===== src/rtl/mchf_pkg.sv =====
package mchf_pkg;

  localparam logic [31:0] CRC_POLY = 32'hEDB8_8320;
  localparam logic [31:0] CRC_INIT = 32'hFFFF_FFFF;

  // Fold one byte into a reflected CRC, least significant bit first.
  function automatic logic [31:0] crc_byte(input logic [31:0] c_in, input logic [7:0] d);
    logic [31:0] c;
    c = c_in;
    for (int i = 0; i < 8; i++) begin
      if (c[0] ^ d[i]) c = (c >> 1) ^ CRC_POLY;
      else             c = c >> 1;
    end
    return c;
  endfunction

  function automatic logic [31:0] bitrev32(input logic [31:0] v);
    logic [31:0] r;
    for (int i = 0; i < 32; i++) r[31-i] = v[i];
    return r;
  endfunction

endpackage


===== src/rtl/mchf_crc_word.sv =====
module mchf_crc_word
  import mchf_pkg::*;
#(
  parameter int ADDR_BYTES = 6
) (
  input  logic [8*ADDR_BYTES-1:0] addr,
  output logic [31:0]             crc
);
  always_comb begin
    crc = CRC_INIT;
    for (int b = 0; b < ADDR_BYTES; b++) crc = crc_byte(crc, addr[8*b +: 8]);
  end
endmodule


===== src/rtl/mchf_index.sv =====
module mchf_index
  import mchf_pkg::*;
#(
  parameter int WORDS  = 2,
  parameter int WORD_W = 32
) (
  input  logic [31:0]               crc,
  output logic [$clog2(WORDS)-1:0]  word_sel,
  output logic [$clog2(WORD_W)-1:0] bit_sel
);
  localparam int WSEL_W = $clog2(WORDS);
  localparam int BSEL_W = $clog2(WORD_W);
  localparam int LOW_TOP = 31 - WSEL_W - BSEL_W;

  logic [31:0] hash;
  logic        unused_hash_low;

  assign hash     = bitrev32(~crc);
  assign word_sel = hash[31 -: WSEL_W];
  assign bit_sel  = hash[31-WSEL_W -: BSEL_W];
  assign unused_hash_low = ^hash[LOW_TOP:0];
endmodule


===== src/rtl/mchf_table.sv =====
module mchf_table #(
  parameter int WORDS  = 2,
  parameter int WORD_W = 32
) (
  input  logic                      clk,
  input  logic                      rst_n,
  input  logic                      wr_en,
  input  logic [$clog2(WORDS)-1:0]  wr_sel,
  input  logic [WORD_W-1:0]         wr_data,
  input  logic                      set_en,
  input  logic [$clog2(WORDS)-1:0]  set_word,
  input  logic [$clog2(WORD_W)-1:0] set_bit,
  input  logic [$clog2(WORDS)-1:0]  rd_sel,
  output logic [WORD_W-1:0]         rd_data,
  input  logic [$clog2(WORDS)-1:0]  lk_word,
  input  logic [$clog2(WORD_W)-1:0] lk_bit,
  output logic                      lk_hit
);
  localparam int WSEL_W = $clog2(WORDS);

  logic [WORD_W-1:0] words [WORDS];

  for (genvar w = 0; w < WORDS; w++) begin : g_word
    logic [WORD_W-1:0] nxt;
    always_comb begin
      nxt = words[w];
      if (wr_en && wr_sel == WSEL_W'(w)) nxt = wr_data;
      if (set_en && set_word == WSEL_W'(w)) nxt[set_bit] = 1'b1;
    end
    always_ff @(posedge clk) begin
      if (!rst_n) words[w] <= '0;
      else        words[w] <= nxt;
    end
  end

  assign rd_data = words[rd_sel];
  assign lk_hit  = words[lk_word][lk_bit];
endmodule


===== src/rtl/mc_hash_filter.sv =====
module mc_hash_filter
  import mchf_pkg::*;
#(
  parameter int ADDR_BYTES = 6,
  parameter int WORDS      = 2,
  parameter int WORD_W     = 32
) (
  input  logic                        clk,
  input  logic                        rst_n,
  input  logic                        host_wr_en,
  input  logic [$clog2(WORDS)-1:0]    host_wr_sel,
  input  logic [WORD_W-1:0]           host_wr_data,
  input  logic [$clog2(WORDS)-1:0]    host_rd_sel,
  output logic [WORD_W-1:0]           host_rd_data,
  input  logic                        set_valid,
  input  logic [8*ADDR_BYTES-1:0]     set_addr,
  input  logic                        in_valid,
  output logic                        in_ready,
  input  logic [7:0]                  in_byte,
  output logic                        res_valid,
  input  logic                        res_ready,
  output logic                        res_accept
);
  localparam int WSEL_W = $clog2(WORDS);
  localparam int BSEL_W = $clog2(WORD_W);
  localparam int CNT_W  = (ADDR_BYTES > 1) ? $clog2(ADDR_BYTES) : 1;

  // set helper path: full-address hash in one cycle
  logic [31:0]       set_crc;
  logic [WSEL_W-1:0] set_word;
  logic [BSEL_W-1:0] set_bit;

  mchf_crc_word #(.ADDR_BYTES(ADDR_BYTES)) u_set_crc (
    .addr (set_addr),
    .crc  (set_crc)
  );

  mchf_index #(.WORDS(WORDS), .WORD_W(WORD_W)) u_set_idx (
    .crc      (set_crc),
    .word_sel (set_word),
    .bit_sel  (set_bit)
  );

  // streaming lookup path
  logic              en, fire, last;
  logic [CNT_W-1:0]  cnt_q;
  logic [31:0]       crc_q, crc_nxt, fin_crc_q;
  logic              grp_q, grp_nxt;
  logic              fin_vld_q, fin_grp_q;
  logic              res_vld_q, res_acc_q;
  logic [WSEL_W-1:0] lk_word;
  logic [BSEL_W-1:0] lk_bit;
  logic              lk_hit;

  assign en   = !(res_vld_q && !res_ready);
  assign fire = in_valid && en;
  assign last = (cnt_q == CNT_W'(ADDR_BYTES - 1));

  always_comb begin
    crc_nxt = crc_byte((cnt_q == '0) ? CRC_INIT : crc_q, in_byte);
    grp_nxt = (cnt_q == '0) ? in_byte[0] : grp_q;
  end

  always_ff @(posedge clk) begin
    if (!rst_n) begin
      cnt_q <= '0;
      crc_q <= CRC_INIT;
      grp_q <= 1'b0;
    end else if (fire) begin
      cnt_q <= last ? '0 : cnt_q + 1'b1;
      crc_q <= crc_nxt;
      grp_q <= grp_nxt;
    end
  end

  always_ff @(posedge clk) begin
    if (!rst_n) begin
      fin_vld_q <= 1'b0;
      fin_crc_q <= '0;
      fin_grp_q <= 1'b0;
      res_vld_q <= 1'b0;
      res_acc_q <= 1'b0;
    end else if (en) begin
      fin_vld_q <= fire && last;
      if (fire && last) begin
        fin_crc_q <= crc_nxt;
        fin_grp_q <= grp_nxt;
      end
      res_vld_q <= fin_vld_q;
      res_acc_q <= fin_vld_q && lk_hit && fin_grp_q;
    end
  end

  mchf_index #(.WORDS(WORDS), .WORD_W(WORD_W)) u_lk_idx (
    .crc      (fin_crc_q),
    .word_sel (lk_word),
    .bit_sel  (lk_bit)
  );

  mchf_table #(.WORDS(WORDS), .WORD_W(WORD_W)) u_table (
    .clk      (clk),
    .rst_n    (rst_n),
    .wr_en    (host_wr_en),
    .wr_sel   (host_wr_sel),
    .wr_data  (host_wr_data),
    .set_en   (set_valid),
    .set_word (set_word),
    .set_bit  (set_bit),
    .rd_sel   (host_rd_sel),
    .rd_data  (host_rd_data),
    .lk_word  (lk_word),
    .lk_bit   (lk_bit),
    .lk_hit   (lk_hit)
  );

  assign in_ready   = en;
  assign res_valid  = res_vld_q;
  assign res_accept = res_acc_q;
endmodule


===== config.mk =====
export PLATFORM = sky130hd
export DESIGN_NAME = mc_hash_filter
export DESIGN_NICKNAME = d
export VERILOG_FILES = /design/src/rtl/mchf_pkg.sv /design/src/rtl/mchf_crc_word.sv /design/src/rtl/mchf_index.sv /design/src/rtl/mchf_table.sv /design/src/rtl/mc_hash_filter.sv
export SDC_FILE = /design/constraint.sdc
export NUM_CORES = 1
export LEC_CHECK = 0
export BUFFER_PORTS_ARGS = -buffer_cell sky130_fd_sc_hd__buf_2
export CAP_MARGIN = 40
export CORE_ASPECT_RATIO = 1.5
export CORE_MARGIN = 2
export CORE_UTILIZATION = 54
export CTS_CLUSTER_SIZE = 30
export DETAILED_ROUTE_END_ITERATION = 7
export PLACE_DENSITY_LB_ADDON = 0.05
export SYNTH_ARGS = -nofsm -noshare
export SYNTH_HDL_FRONTEND = slang
export SYNTH_HIERARCHICAL = 1
export SYNTH_SLANG_ARGS = --single-unit
export TNS_END_PERCENT = 10

===== constraint.sdc =====
create_clock -name clk -period 6.7 [get_ports clk]
set_clock_uncertainty 0.15 [all_clocks]
set_input_delay 1.34 -clock clk [delete_from_list [all_inputs] [get_ports clk]]
set_output_delay 1.34 -clock clk [all_outputs]
set_load 0.05 [all_outputs]

# Word level (Yosys, flattened, before mapping)
# Memories as Yosys holds them, arrays and structs flattened.
# Index checks and enable logic that the tools add are counted.
# totals
mem_bits_rw,64
inputBits,96
register_bits,46
mem_count,1
# mem_list
name,depth,width,read_ports,rd_clocked_by_memory_dff,wr,line,source
u_table.words,2,32,4,0,2,mchf_table.sv:21,logic [WORD_W-1:0] words [WORDS];
# classes
n_reduce_logical,14
muxes,71
addsub,1
magnitude_cmp,3
n_eq_ne,1
bitwise_logic,119
# op_table
op,n
$mux W32,37
$not A13 Y14,29
$mux W16,4
$or A32 B32 Y32,2
$mux W10,6
$mux W28,2
$xor A1 B1 Y1,55
$mux W25,2
$mux W22,2
$mux W31,1
$mux W30,1
$mux W27,1
$mux W24,1
$not A11 Y11,2
$mux W21,1
$mux W20,1
$mux W6,3
$not A3 Y3,6
$not A6 Y6,3
$not A9 Y9,2
$not A4 Y4,4
$not A7 Y7,2
$not A13 Y13,1
$lt A5 B6 Y1 const B,2
19 further kinds,39

# Logic depth before layout (Yosys ltp)
# depth
depth_word,103
mapped_depth,17

# Modules after synthesis
# The synthesis kept the hierarchy.
# modules_own_cells
mod,instances,seq_area_each_um2,area_per_inst_um2,cells_per_inst
mchf_crc_word,1,0.0,4973.5,375
mchf_table,1,1281.2,3754.9,380
mc_hash_filter,1,1441.4,3599.7,395
mchf_index,2,0.0,22.5,6

# Worst setup path after synthesis
# OpenSTA, ideal clock, no wires.
# synth_path
path_kind,input-to-reg
startpoint,in set_addr[8]
endpoint,mem u_table.words[0][12]
cell_stages,16
path_slack_ns,0.591
setup_time_ns,0.076
t_required_ns,6.474
t_arrival_ns,5.884
cell_sequence,buf_2 -> xnor3_1 -> xor2_1 -> xnor3_1 -> xnor2_2 -> xnor3_2 -> xnor2_2 -> xnor2_1 -> xnor2_1 -> xor2_1 -> xnor2_1 -> inv_1 -> nand2b_1 -> nor3_1 -> nand2_1 -> a21boi_0
# synth_lines
item,line,source
"start, declared",mc_hash_filter.sv:16,"input logic [8*ADDR_BYTES-1:0] set_addr,"
"end, declared",mchf_table.sv:21,

==> out/summary.txt <==
Layout area overhead -> 12.4%
Hold Violations, Final -> 0
DRC -> 0
layout cell share with drive strength beyond 1 -> 26.6%
CTS Hold Bufs -> 0
H-tree depth -> 3
Inst Count DP -> 1347
Min-Delay Startpoint -> grp_q
status -> completed
fin crit period -> 6.23 ns
most common cell after layout, fill and taps aside -> xnor2_1
clk buf depth -> 2
Worst Path Max Fanout -> 11
period utilization -> 92.9%
# fillers -> 1723
setup TNS -> 0 ns
clock root buffer -> clkbuf_16
die height -> 176 µm
vias per cell -> 5.46
RSZ-0062 raised after global routing -> false
Multi-input gate area -> 0.00805 mm²
CP endpoint kind -> flop
DR pass1 iterations -> 5
Die ar. -> 0.0209 mm²
Max Freq -> 161 MHz
Finish-stage setup viols -> 0
HP Class -> flop to flop
vias in the first global route -> 7691
max-slew violation count -> 0
global-route wire length before repair -> 44000 µm
io pins -> 131
TritonCTS sink count -> 110
most frequent cells in the layout -> xnor2_1 (159), buf_2 (131), dfxtp_1 (110)
CTS tree -> built
Top Metal Used -> met4
pin count of the biggest net entering global routing -> 88
max_cap viols -> 0
diode count -> 0
met3 WL -> 900 µm
Overflow after GRT -> 0
Core Rows -> 62
register area -> 0.00220 mm²
Synth Net Count -> 1080
critical path startpoint -> set_addr[3]
relative max-transition margin -> 44.0%
Final ANT Viol Nets -> 0
insertion delay to the later sink of the worst-skew pair -> 0.35 ns
Routed WL -> 28200 µm
crit path kind -> input port to flop
Post-Syn Instances -> 984
Iter 0 DRT Violations -> 469
CP Data Arrival Time -> 6.36 ns
post_cts resized -> 0
GRT Total Usage -> 27.6%
Setup Fix Bufs, Post-CTS -> 0
Clock transition at path regs -> 0.07 ns
DP HPWL -> 21800 µm
Synth Cell Area -> 0.0106 mm²
initial core utilization -> 55.3%
Synth Warn # -> 6
via count -> 7446
Final Non-Filler Cells -> 1363
RePlAce Congestion -> 0.946
Routed WL per cell -> 20.7 µm
crit start category -> input port
Crit path required time -> 6.83 ns
core area -> 0.0192 mm²
reg-to-reg startpoint -> cnt_q[1]
Mapped Avg Cell Area -> 10.8 µm²
initial antenna violation count -> 0
met2 WL -> 15400 µm
chip width -> 119 µm
worst slew pin tran -> 0.840 ns
total CTS buffers -> 9
met1 WL -> 11100 µm
IO buf count -> 130
Layout Nets -> 1198
-- per-stage QoR --
step | setup WS [ns] | utilization [%] | hold WS (ns) | area (µm²)
after floorplan | 0.825 | - | 0.280 | 10600
after global placement | 0.115 | 60.2 | 0.294 | 11600
after detailed placement | 0.0975 | 60.6 | 0.299 | 11700
after CTS | 0.456 | 62.1 | 0.310 | 11900
after global routing | 0.246 | 62.1 | 0.320 | 11900
final | 0.473 | 62.1 | 0.307 | 11900
-- layer usage --
layer | track usage, % | vias to the layer above
met5 | 0 | -
met2 | 52.1 | 187
li1 | - | 3580
met1 | 32.3 | 3639
met3 | 2.21 | 40
met4 | 10.2 | 0
-- final timing paths --
path | cells after the start | slack [ns] | endpoint
worst max-delay path | 14 | 0.47 | u_table/words[0][29]
worst min-delay path | 2 | 0.31 | fin_grp_q
worst max register to register | 6 | 3.46 | crc_q[23]
worst min register to register | 2 | 0.31 | fin_grp_q
-- layout make-up --
class                   instances  share of cell area [%]
clock inverters                 6                   0.524
repair buffers                174                    8.57
clock buffers                  10                    1.92
multi-input cells             790                    67.3
well taps                     256                    2.68
inverters                      17                   0.534
flip-flops and latches        110                    18.4
-- registers in the layout, indices dropped and copies added, names as in the netlist, 3 cells and up --
name           flops
u_table/words     64
fin_crc_q          6
crc_q             32
cnt_q              3
-- worst max-delay path, cell delays in order --
cell      delay, ns
buf_2          0.34
xor3_1         0.65
xnor2_4        0.26
xnor3_1        0.56
xnor3_1        0.67
xnor3_1        0.48
xnor3_2        0.40
xnor3_2        0.40
xnor2_2        0.16
xnor2_1        0.14
inv_1          0.19
and3_1         0.46
nand2_1        0.13
a21boi_0       0.15
Power is not shown: default switching activity piles up to over one toggle a cycle in this logic, so the estimate is an artifact.
